===== config.mk =====
export PLATFORM = sky130hd
export DESIGN_NAME = mo_txq_ctrl
export DESIGN_NICKNAME = d
export VERILOG_FILES = /design/src/rtl/mo_txq_pkg.sv /design/src/rtl/mo_txq_wrap_ptr.sv /design/src/rtl/mo_txq_occupancy.sv /design/src/rtl/mo_txq_txreq.sv /design/src/rtl/mo_txq_addr.sv /design/src/rtl/mo_txq_ctrl.sv
export SDC_FILE = /design/constraint.sdc
export NUM_CORES = 1
export LEC_CHECK = 0
export ABC_AREA = 1
export BUFFER_PORTS_ARGS = -buffer_cell sky130_fd_sc_hd__buf_2
export CAP_MARGIN = 20
export CORE_MARGIN = 2
export CORE_UTILIZATION = 43
export DETAILED_ROUTE_END_ITERATION = 8
export PLACE_DENSITY = 0.88
export SYNTH_ARGS = -nofsm -noshare
export SYNTH_HDL_FRONTEND = slang
export SYNTH_HIERARCHICAL = 1
export SYNTH_SLANG_ARGS = --single-unit

===== constraint.sdc =====
create_clock -name clk -period 1.9 [get_ports clk]
set_input_delay 0.19 -clock clk [delete_from_list [all_inputs] [get_ports clk]]
set_output_delay 0.19 -clock clk [all_outputs]
set_load 0.01 [all_outputs]

===== src/rtl/mo_txq_pkg.sv =====
// Package: shared constants and types for the message-object transmit queue.
// Assumes a 16-bit control word; bit 8 requests a head increment and bit 3
// sets the transmit request.
package mo_txq_pkg;

    localparam int CTRL_W     = 16;
    localparam int BIT_INC    = 8;
    localparam int BIT_TXSET  = 3;

    // Per-edge events decided by the occupancy tracker
    typedef struct packed {
        logic inc_ok;   // increment accepted
        logic done_ok;  // completion accepted
        logic refused;  // increment refused because full
        logic drain;    // accepted completion leaves the queue empty
    } q_event_t;

    // Width of a pointer into a queue of the given depth
    function automatic int ptr_width(input int depth);
        return (depth > 1) ? $clog2(depth) : 1;
    endfunction

endpackage


===== src/rtl/mo_txq_wrap_ptr.sv =====
// Module: circular object pointer.
// Advances by one on each enabled edge and wraps from DEPTH-1 to 0.
// Assumes DEPTH >= 1. A power-of-two depth uses natural roll-over; any
// other depth uses an explicit compare.
module mo_txq_wrap_ptr #(
    parameter int DEPTH = 5,
    parameter int PTR_W = 3
) (
    input  logic             clk,
    input  logic             rst_n,
    input  logic             adv,
    output logic [PTR_W-1:0] ptr
);
    localparam logic [PTR_W-1:0] LAST = PTR_W'(DEPTH - 1);
    localparam bit POW2 = ((DEPTH & (DEPTH - 1)) == 0) && (DEPTH > 1)
                          && ((1 << PTR_W) == DEPTH);

    logic [PTR_W-1:0] nxt;

    generate
        if (POW2) begin : g_roll
            // next value rolls over naturally at the power-of-two boundary
            always_comb nxt = ptr + PTR_W'(1);
        end else begin : g_cmp
            // next value returns to zero after the last slot
            always_comb nxt = (ptr == LAST) ? '0 : ptr + PTR_W'(1);
        end
    endgenerate

    // pointer register
    always_ff @(posedge clk) begin
        if (!rst_n)   ptr <= '0;
        else if (adv) ptr <= nxt;
    end
endmodule


===== src/rtl/mo_txq_occupancy.sv =====
// Module: occupancy counter and status flags.
// Decides which requests are accepted this edge, keeps the object count,
// derives empty / half-empty / not-full, and registers the overflow pulse.
// Assumes the transmit request input is the registered request state.
module mo_txq_occupancy
    import mo_txq_pkg::*;
#(
    parameter int DEPTH = 5,
    parameter int CNT_W = 3
) (
    input  logic             clk,
    input  logic             rst_n,
    input  logic             inc_req,
    input  logic             done_req,
    input  logic             txreq,
    output q_event_t         ev,
    output logic [CNT_W-1:0] count,
    output logic             empty,
    output logic             half_empty,
    output logic             not_full,
    output logic             ovf
);
    localparam logic [CNT_W-1:0] FULL_CNT = CNT_W'(DEPTH);
    localparam logic [CNT_W-1:0] HALF_CNT = CNT_W'(DEPTH / 2);
    localparam logic [CNT_W-1:0] ONE      = CNT_W'(1);

    // status flags from the current count
    always_comb begin
        empty      = (count == '0);
        half_empty = (count <= HALF_CNT);
        not_full   = (count != FULL_CNT);
    end

    // acceptance of this edge's requests
    always_comb begin
        ev.inc_ok  = inc_req && not_full;
        ev.refused = inc_req && !not_full;
        ev.done_ok = done_req && txreq && !empty;
        ev.drain   = ev.done_ok && !ev.inc_ok && (count == ONE);
    end

    // object count
    always_ff @(posedge clk) begin
        if (!rst_n)
            count <= '0;
        else if (ev.inc_ok && !ev.done_ok)
            count <= count + ONE;
        else if (ev.done_ok && !ev.inc_ok)
            count <= count - ONE;
    end

    // one-cycle overflow indication
    always_ff @(posedge clk) begin
        if (!rst_n) ovf <= 1'b0;
        else        ovf <= ev.refused;
    end
endmodule


===== src/rtl/mo_txq_txreq.sv =====
// Module: sticky transmit request.
// Set only by software; cleared by hardware when the queue drains. A set
// on the same edge as the drain wins.
module mo_txq_txreq (
    input  logic clk,
    input  logic rst_n,
    input  logic sw_set,
    input  logic hw_drain,
    output logic req
);
    // request state
    always_ff @(posedge clk) begin
        if (!rst_n)        req <= 1'b0;
        else if (sw_set)   req <= 1'b1;
        else if (hw_drain) req <= 1'b0;
    end
endmodule


===== src/rtl/mo_txq_addr.sv =====
// Module: object byte-address generator.
// Computes BASE + index * STRIDE combinationally. Assumes the result fits
// in ADDR_W bits for every index below DEPTH.
module mo_txq_addr #(
    parameter int BASE   = 32'h200,
    parameter int STRIDE = 32'h18,
    parameter int PTR_W  = 3,
    parameter int ADDR_W = 16
) (
    input  logic [PTR_W-1:0]  idx,
    output logic [ADDR_W-1:0] addr
);
    localparam bit STRIDE_POW2 = (STRIDE > 0) && ((STRIDE & (STRIDE - 1)) == 0);

    generate
        if (STRIDE_POW2) begin : g_shift
            localparam int SH = $clog2(STRIDE);
            // power-of-two stride: shift instead of multiply
            always_comb addr = ADDR_W'(BASE) + (ADDR_W'(idx) << SH);
        end else begin : g_mul
            // general stride: constant multiply
            always_comb addr = ADDR_W'(BASE) + ADDR_W'(idx) * ADDR_W'(STRIDE);
        end
    endgenerate
endmodule


===== src/rtl/mo_txq_ctrl.sv =====
// Module: message-object transmit queue controller (top).
// Tracks head/tail pointers of a circular queue of DEPTH objects in an
// external RAM, produces status flags, the sticky transmit request, the
// fetch permission and the byte address of the next object to load.
// Assumes IDX_W >= pointer width and that the engine only asserts tx_done
// for an object it fetched while fetch_ok was high.
module mo_txq_ctrl
    import mo_txq_pkg::*;
#(
    parameter int DEPTH  = 5,
    parameter int IDX_W  = 5,
    parameter int ADDR_W = 16,
    parameter int BASE   = 32'h200,
    parameter int STRIDE = 32'h18,
    parameter int CNT_W  = $clog2(DEPTH + 1)
) (
    input  logic              clk,
    input  logic              rst_n,
    input  logic              ctrl_we,
    input  logic [CTRL_W-1:0] ctrl_wdata,
    input  logic              tx_done,
    output logic [IDX_W-1:0]  head_idx,
    output logic [IDX_W-1:0]  tail_idx,
    output logic [ADDR_W-1:0] user_addr,
    output logic [CNT_W-1:0]  occupancy,
    output logic              q_empty,
    output logic              q_half_empty,
    output logic              q_not_full,
    output logic              tx_req,
    output logic              fetch_ok,
    output logic              inc_overflow
);
    localparam int PTR_W = ptr_width(DEPTH);

    logic             inc_req;
    logic             set_req;
    q_event_t         ev;
    logic [PTR_W-1:0] head_p;
    logic [PTR_W-1:0] tail_p;

    // decode of the control word write
    always_comb begin
        inc_req = ctrl_we && ctrl_wdata[BIT_INC];
        set_req = ctrl_we && ctrl_wdata[BIT_TXSET];
    end

    mo_txq_occupancy #(.DEPTH(DEPTH), .CNT_W(CNT_W)) u_occ (
        .clk        (clk),
        .rst_n      (rst_n),
        .inc_req    (inc_req),
        .done_req   (tx_done),
        .txreq      (tx_req),
        .ev         (ev),
        .count      (occupancy),
        .empty      (q_empty),
        .half_empty (q_half_empty),
        .not_full   (q_not_full),
        .ovf        (inc_overflow)
    );

    mo_txq_wrap_ptr #(.DEPTH(DEPTH), .PTR_W(PTR_W)) u_head (
        .clk   (clk),
        .rst_n (rst_n),
        .adv   (ev.inc_ok),
        .ptr   (head_p)
    );

    mo_txq_wrap_ptr #(.DEPTH(DEPTH), .PTR_W(PTR_W)) u_tail (
        .clk   (clk),
        .rst_n (rst_n),
        .adv   (ev.done_ok),
        .ptr   (tail_p)
    );

    mo_txq_txreq u_req (
        .clk      (clk),
        .rst_n    (rst_n),
        .sw_set   (set_req),
        .hw_drain (ev.drain),
        .req      (tx_req)
    );

    mo_txq_addr #(.BASE(BASE), .STRIDE(STRIDE), .PTR_W(PTR_W), .ADDR_W(ADDR_W)) u_addr (
        .idx  (head_p),
        .addr (user_addr)
    );

    // index fields and fetch permission
    always_comb begin
        head_idx = IDX_W'(head_p);
        tail_idx = IDX_W'(tail_p);
        fetch_ok = tx_req && !q_empty;
    end
endmodule


== Word-level counts from Yosys, hierarchy flattened ==
Index checks and enable logic that the tools add are counted.
Storage, ports and cells
  register bits after elaboration: 11
  bits of input ports: 20
  output and inout port bits: 35
Operators by class
  $add $sub $neg: 5
  $mul: 1
  order comparisons: 1
  equality and inequality tests: 4
  multiplexer cells: 6
  reductions and logical operators: 17
Operator list (number)
  3-bit 2-to-1 mux: 4
  10-bit by 8-bit adder with 11-bit output (first input constant): 1
  1-bit logical AND: 10
  3-bit by 1-bit adder with 3-bit output (second input constant): 3
  3-bit == test (second input constant): 2
  3-bit by 2-bit multiplier with 5-bit output (second input constant): 1
  1-bit logical NOT: 4
  2-bit nonzero test: 2
  3-bit by 1-bit == test with 1-bit output (second input constant): 1
  3-bit by 2-bit <= comparator with 1-bit output (second input constant): 1
  3-bit logical NOT: 1
  3-bit inequality test (second input constant): 1
  3-bit by 1-bit subtractor with 3-bit output (second input constant): 1
  1-bit 2-to-1 mux: 2

== Depth between registers and ports, before layout ==
Gate-level depths: netlist (run 1).
  word-level depth: 7
  gate-level depth with buffers: 12
  mapped depth without buffers: 12

== Hierarchy ==
The synthesis (run 1) kept the hierarchy.
By module, submodules not included
  mo_txq_occupancy: instances 1, cells each 49, area an instance 332.8 µm², seq. area each 80.1 µm²
  mo_txq_wrap_ptr: instances 2, cells each 25, area an instance 165.2 µm², seq. area each 60.1 µm²
  mo_txq_addr: instances 1, cells each 25, area an instance 177.7 µm², seq. area each 0.0 µm²
  mo_txq_ctrl: instances 1, cells each 11, area an instance 58.8 µm², seq. area each 0.0 µm²
  mo_txq_txreq: instances 1, cells each 6, area an instance 43.8 µm², seq. area each 20.0 µm²

== Worst setup path before layout (run 1) ==
No wires, ideal clock.
  kind: register -> register
  from: reg u_occ.count[1]
  to: reg u_occ.count[2]
  setup time: 0.110 ns
  arrival: 1.522 ns
  setup slack: 0.269 ns
  stages on the path, launching flop included: 11
  clock period less this slack: 1.631 ns
  cells stage by stage: dfxtp_1 inv_2 ha_1 nand2_2 nand2_1 inv_2 ha_1 nor2_1 nand3_1 nand2_1 nor2_1
RTL lines
  start, declared: line mo_txq_occupancy.sv:17  | output logic [CNT_W-1:0] count,
  start signal, assigned: line mo_txq_occupancy.sv:47  | count <= count + ONE;
  start signal, assigned: line mo_txq_occupancy.sv:49  | count <= count - ONE;

== Final worst setup path (run 1) ==
  from: reg u_head.ptr[1]
  to: out user_addr[6]
On the way
  cells in the longest elaborated chain, start to end: 2
RTL lines
  start, declared: line mo_txq_wrap_ptr.sv:12  | output logic [PTR_W-1:0] ptr
  start signal, assigned: line mo_txq_wrap_ptr.sv:33  | else if (adv) ptr <= nxt;
  3-bit by 2-bit multiplier with 5-bit output: line mo_txq_addr.sv:22  | always_comb addr = ADDR_W'(BASE) + ADDR_W'(idx) * ADDR_W'(STRIDE);
  10-bit by 8-bit adder with 11-bit output: line mo_txq_addr.sv:22
  end, declared: line mo_txq_ctrl.sv:24  | output logic [ADDR_W-1:0] user_addr,
No other way between the ends.

==> results of run 1 <==
## layer usage
layer	up-vias	track usage [%]	part of all wire, %
met5	-	0	0
met4	0	2.70	0
met3	0	5.36	7.0
met2	25	21.3	46
met1	330	16.2	47
li1	424	-	-
## stage by stage
| step | power, mW | hold slack (ns) | utilization (%) | cells | worst slack, ns |
|---|---|---|---|---|---|
| 6_report | 0.594 | 0.218 | 52.5 | 192 | 0.167 |
| 5_1_grt | 0.639 | 0.227 | 52.5 | 192 | 0.0186 |
| 4_1_cts | 0.605 | 0.212 | 52.4 | 192 | 0.122 |
| 3_5_place_dp | 0.443 | 0.491 | 51.1 | 188 | 0.221 |
| 3_3_place_gp | 0.438 | 0.483 | 51.1 | 188 | 0.274 |
| 2_1_floorplan | 0.414 | 0.311 | - | 152 | 0.282 |
## registers in the layout, summed over array words and instances (netlist names)
signal       cells
u_head/ptr       3
u_occ/count      3
u_tail/ptr       3
u_occ/ovf        1
u_req/req        1
## worst max-delay path, stage by stage, from the launching register on
cell and delay (ns):
dfxtp_1 0.40, ha_1 0.17, inv_1 0.05, fa_1 0.37, inv_1 0.08, nand2_2 0.05, nand2_2 0.04, buf_2 0.12
## power breakdown
group          switching (mW)  internal [mW]
Clock                  0.0770         0.0814
Combinational           0.108         0.0657
Sequential             0.0168          0.245
## worst max path at each step
stage / from / endpoint / cells after the start
4_1_cts: u_head/ptr[0] / user_addr[6] / 7
2_1_floorplan: u_occ/count[1] / u_occ/count[2] / 10
3_5_place_dp: u_occ/count[0] / u_occ/count[2] / 9
5_1_grt: u_head/ptr[1] / user_addr[6] / 7
3_3_place_gp: u_occ/count[0] / u_occ/count[2] / 9
6_report: u_head/ptr[1] / user_addr[6] / 7
## layout by cell type (no fill, tap or decap), drive strengths merged
| cell | count |
|---|---|
| nor3 | 3 |
| nand2 | 30 |
| inv | 37 |
| fa | 1 |
| xnor2 | 1 |
| nand3 | 5 |
| dfxtp | 11 |
| buf | 25 |
| a21oi | 7 |
| o21ai | 2 |
| conb | 15 |
| nor2 | 11 |
| ha | 13 |
| clkbuf | 4 |
## layout make-up
class | count | share of cell area [%]
Sequential cell | 11 | 21.1
Multi-Input combinational cell | 88 | 48.1
Timing Repair Buffer | 25 | 11.9
Clock buffer | 4 | 2.50
Tap cell | 27 | 3.21
Inverter | 37 | 13.2
==> out/metrics.cfg, run 1 <==
[global_routing]
grt_overflow = 0
grt_max_degree = 9
grt_pass1_wl_um = 2550
antenna_found_initial = 0
grt_pass1_vias = 646
track_usage_pct = 13.1

[floorplan]
chipHeight_um = 50.7
die_x_um = 50.7
core-area_sq_um = 2000
die-area_sq_um = 2580
start_util_pct = 46.9
rows = 16
ios = 55

[critical_path]
worstPathArrival_ns = 1.54
crit_fanout = 6
reg2reg_depth = 9
worstSetupPathType = flop to output pin
cp-end-kind = output pin
crit_required_ns = 1.71
reg2reg_slack_ns = 0.23
r2r_end = u_occ/count[2]
cp-start-kind = flop
r2r_start = u_occ/count[0]

[pwr]
p_leak_nw = 0.643
powerDensity_nw_per_um2 = 565
ir_drop_v = 0.000498

[clock_network]
cts.sinks = 11
clk_pin_slew_ns = 0.07
post-cts-setup-buffer-count = 0
clock_path_buffers = 2
ctsHoldBuffers = 0
cts_buffers = 3
clockRootBuffer = clkbuf_4
cts_max_level = 1
clock_latency_ns = 0.27
cts_tree = built
post_cts_resized = 0

[timing]
finalMaxSlewViolations = 0
hold_violations = 0
setup_viol = 0
rsz0062_at_grt = false
fin_skew_ns = 0.00529
min_period_over_period_pct = 91.2
setup_tns_ns = 0
fmax_mhz = 577
min_period_ns = 1.73

[synth]
synth.yosys.warnings = 6
avgSynthCellArea_sq_um = 6.71
netlist_area_sq_um = 940
synthCells = 140

[routing]
vias = 779
first_iter_violations = 11
drtAntennaViolNets = 0
routed_wirelength_um = 1490
first_pass_iters = 4
wl_per_cell_um = 7.74
drc = 0
vias_per_cell = 4.06

[place]
gp_congestion = 0.740
io_buffers = 25
placed_area_sq_um = 1020
dp_hpwl_um = 1210

[final_layout]
n_fill_cell = 216
nNetsFinal = 200
drive_above_1_share_pct = 25.5
regArea_sq_um = 221
final_area_sq_um = 1050
multi_input_area_sq_um = 505
n_antenna_cell = 0
area_delta_synth_final_pct = 11.9

[run_status]
status = finished, final reports clean

[flow_run]
cap_violations = 0

[worst_hold_path]
hp-class = input pin to flop
holdPathEnd = u_occ/count[2]
hold_start = rst_n
hold_depth = 3

(Power assumes the default switching activity.)
==> run 2: changes to the inputs <==
ABC_AREA = 0   (was 1)
CORE_UTILIZATION = 42   (was 43)
==> out/metrics.cfg, run 2 <==
[timing]
setup_viol = 0
min_period_ns = 1.77
fmax_mhz = 566
finalMaxSlewViolations = 0
setup_ws_ns = 0.134
hold_violations = 0
holdWs_ns = 0.226
min_period_over_period_pct = 93.0
fin_skew_ns = 0.00990

[pwr]
p_leak_nw = 0.544
powerDensity_nw_per_um2 = 583
ir_drop_v = 0.000322

[clock_network]
clockRootBuffer = clkbuf_4
clk_pin_slew_ns = 0.08
cts_tree = built
cts_max_level = 1
post-cts-setup-buffer-count = 0
clock_latency_ns = 0.27
cts.sinks = 11
clock_path_buffers = 2
cts_buffers = 3

[routing]
drtAntennaViolNets = 0
vias_per_cell = 4.22
wl_per_cell_um = 9.11
drt-met1-wl_um = 625
highest_layer = met3
first_pass_iters = 3
routed_wirelength_um = 1440
vias = 666
first_iter_violations = 4
wl_met3_um = 79
drc = 0
met2WireLength_um = 734

[global_routing]
antenna_found_initial = 0
grt_pass1_wl_um = 2330
track_usage_pct = 12.0
grt_max_degree = 12
grt_pass1_vias = 554
grt_overflow = 0

[synth]
synth.distinct_cells = 23
avgSynthCellArea_sq_um = 8.54
synth_ff_type = dfxtp_1
yosysTopAreaCell = dfxtp_1
seq_area_frac_synth_pct = 25.0
synth_enable_flop_cells = 0
synthTopCellsByArea = dfxtp_1 (25%), ha_1 (18%), buf_4 (14%)
synthTopCellsByCount = buf_4 (16), inv_1 (14), ha_1 (13)
post-synth-top-count-cell = buf_4
synthCells = 103
synth_top_area_share_pct = 25.0
synth.yosys.warnings = 6
synth-seq-cells = 11
netlist_area_sq_um = 880
synth_async_sr_flop_share_pct = 0

[final_layout]
n_antenna_cell = 0
layout_commonest_cell = buf_2
nNetsFinal = 166
drive_above_1_share_pct = 27.5
layout_common_cells = buf_2 (25), conb_1 (15), inv_1 (14)
top_regs = u_head/ptr (3), u_occ/count (3), u_tail/ptr (3)
multi_input_area_sq_um = 532
area_delta_synth_final_pct = 15.5
n_fill_cell = 202
regArea_sq_um = 224

[worst_hold_path]
hp-class = input pin to flop

[place]
io_buffers = 25
gp_congestion = 0.752
place_ws_ns = 0.0951
dp_hpwl_um = 1150

[critical_path]
worstPathArrival_ns = 1.58
cp-end-kind = output pin
crit_fanout = 6
crit_required_ns = 1.71
worstSetupPathType = flop to output pin
cp-start-kind = flop

[run_status]
status = finished, final reports clean

[floorplan]
start_util_pct = 44.8
chipHeight_um = 49.8
die_x_um = 49.8
ios = 55
die-area_sq_um = 2480
core-area_sq_um = 1960
rows = 16

[flow_run]
cap_violations = 0

[run 2: path summary, 6_finish.rpt]
check,from,cells past startpoint,to,slack [ns]
worst max register to register,u_occ/count[0],8,u_occ/count[2],0.15
worst min-delay path,rst_n,2,u_req/req,0.23
worst max-delay path,u_head/ptr[0],5,user_addr[6],0.13
worst min register to register,u_tail/ptr[1],2,u_tail/ptr[1],0.51
[run 2: cell type report]
cell class	count	area share, %
Multi-Input combinational cell	74	52.3
Inverter	14	5.17
Timing Repair Buffer	28	14.5
Tap cell	27	3.33
Sequential cell	11	22.0
Clock buffer	4	2.59
[run 2: stage by stage]
step / instances / power (mW) / cell area (sq um) / util, % / setup TNS, ns
after floorplan: 115 / 0.398 / 925 / - / 0
after global placement: 154 / 0.422 / 986 / 50.3 / 0
after detailed placement: 154 / 0.430 / 986 / 50.3 / 0
after CTS: 158 / 0.598 / 1010 / 51.6 / 0
after global routing: 158 / 0.636 / 1020 / 51.8 / -0.00318
final: 158 / 0.593 / 1020 / 51.8 / 0
[run 2: power by group]
group | switching, mW | leakage [nW] | internal, mW
combinational | 0.0937 | 0.438 | 0.0717
sequential | 0.0179 | 0.0908 | 0.245
clock | 0.0833 | 0.0150 | 0.0811
total | 0.195 | 0.544 | 0.398
[run 2: worst max-delay path: stages, from the launching register on]
cell and delay [ns]:
dfxtp_1 0.42, ha_1 0.19, inv_1 0.05, fa_1 0.37, xnor2_1 0.14, buf_2 0.15
[run 2: kinds of logic (layout without fill, tap and decap cells)]
kind of cell / Yosys count / in the layout / synth area share (%)
buf+inv: 30 / 46 / 19.6
simple gates: 28 / 28 / 19.5
fa+ha+maj: 14 / 14 / 20.8
compound gates: 13 / 13 / 9.67
flops: 11 / 11 / 25.0
other cells: 3 / 15 / 1.28
xor+xnor: 3 / 3 / 2.99
mux: 1 / 1 / 1.14
[run 2: repair_timing]
action | 4_1_cts | 5_1_grt
endpoints found under the hold margin | 0 | 0
resized for setup | 0 | 3
hold buffers | 0 | 0
endpoints found under the setup margin | 0 | 2
[run 2: metal layers]
metal	up-vias	track usage (%)
met5	-	0
met4	0	4.17
met3	0	2.73
met2	19	20.4
met1	297	14.8
li1	350	-
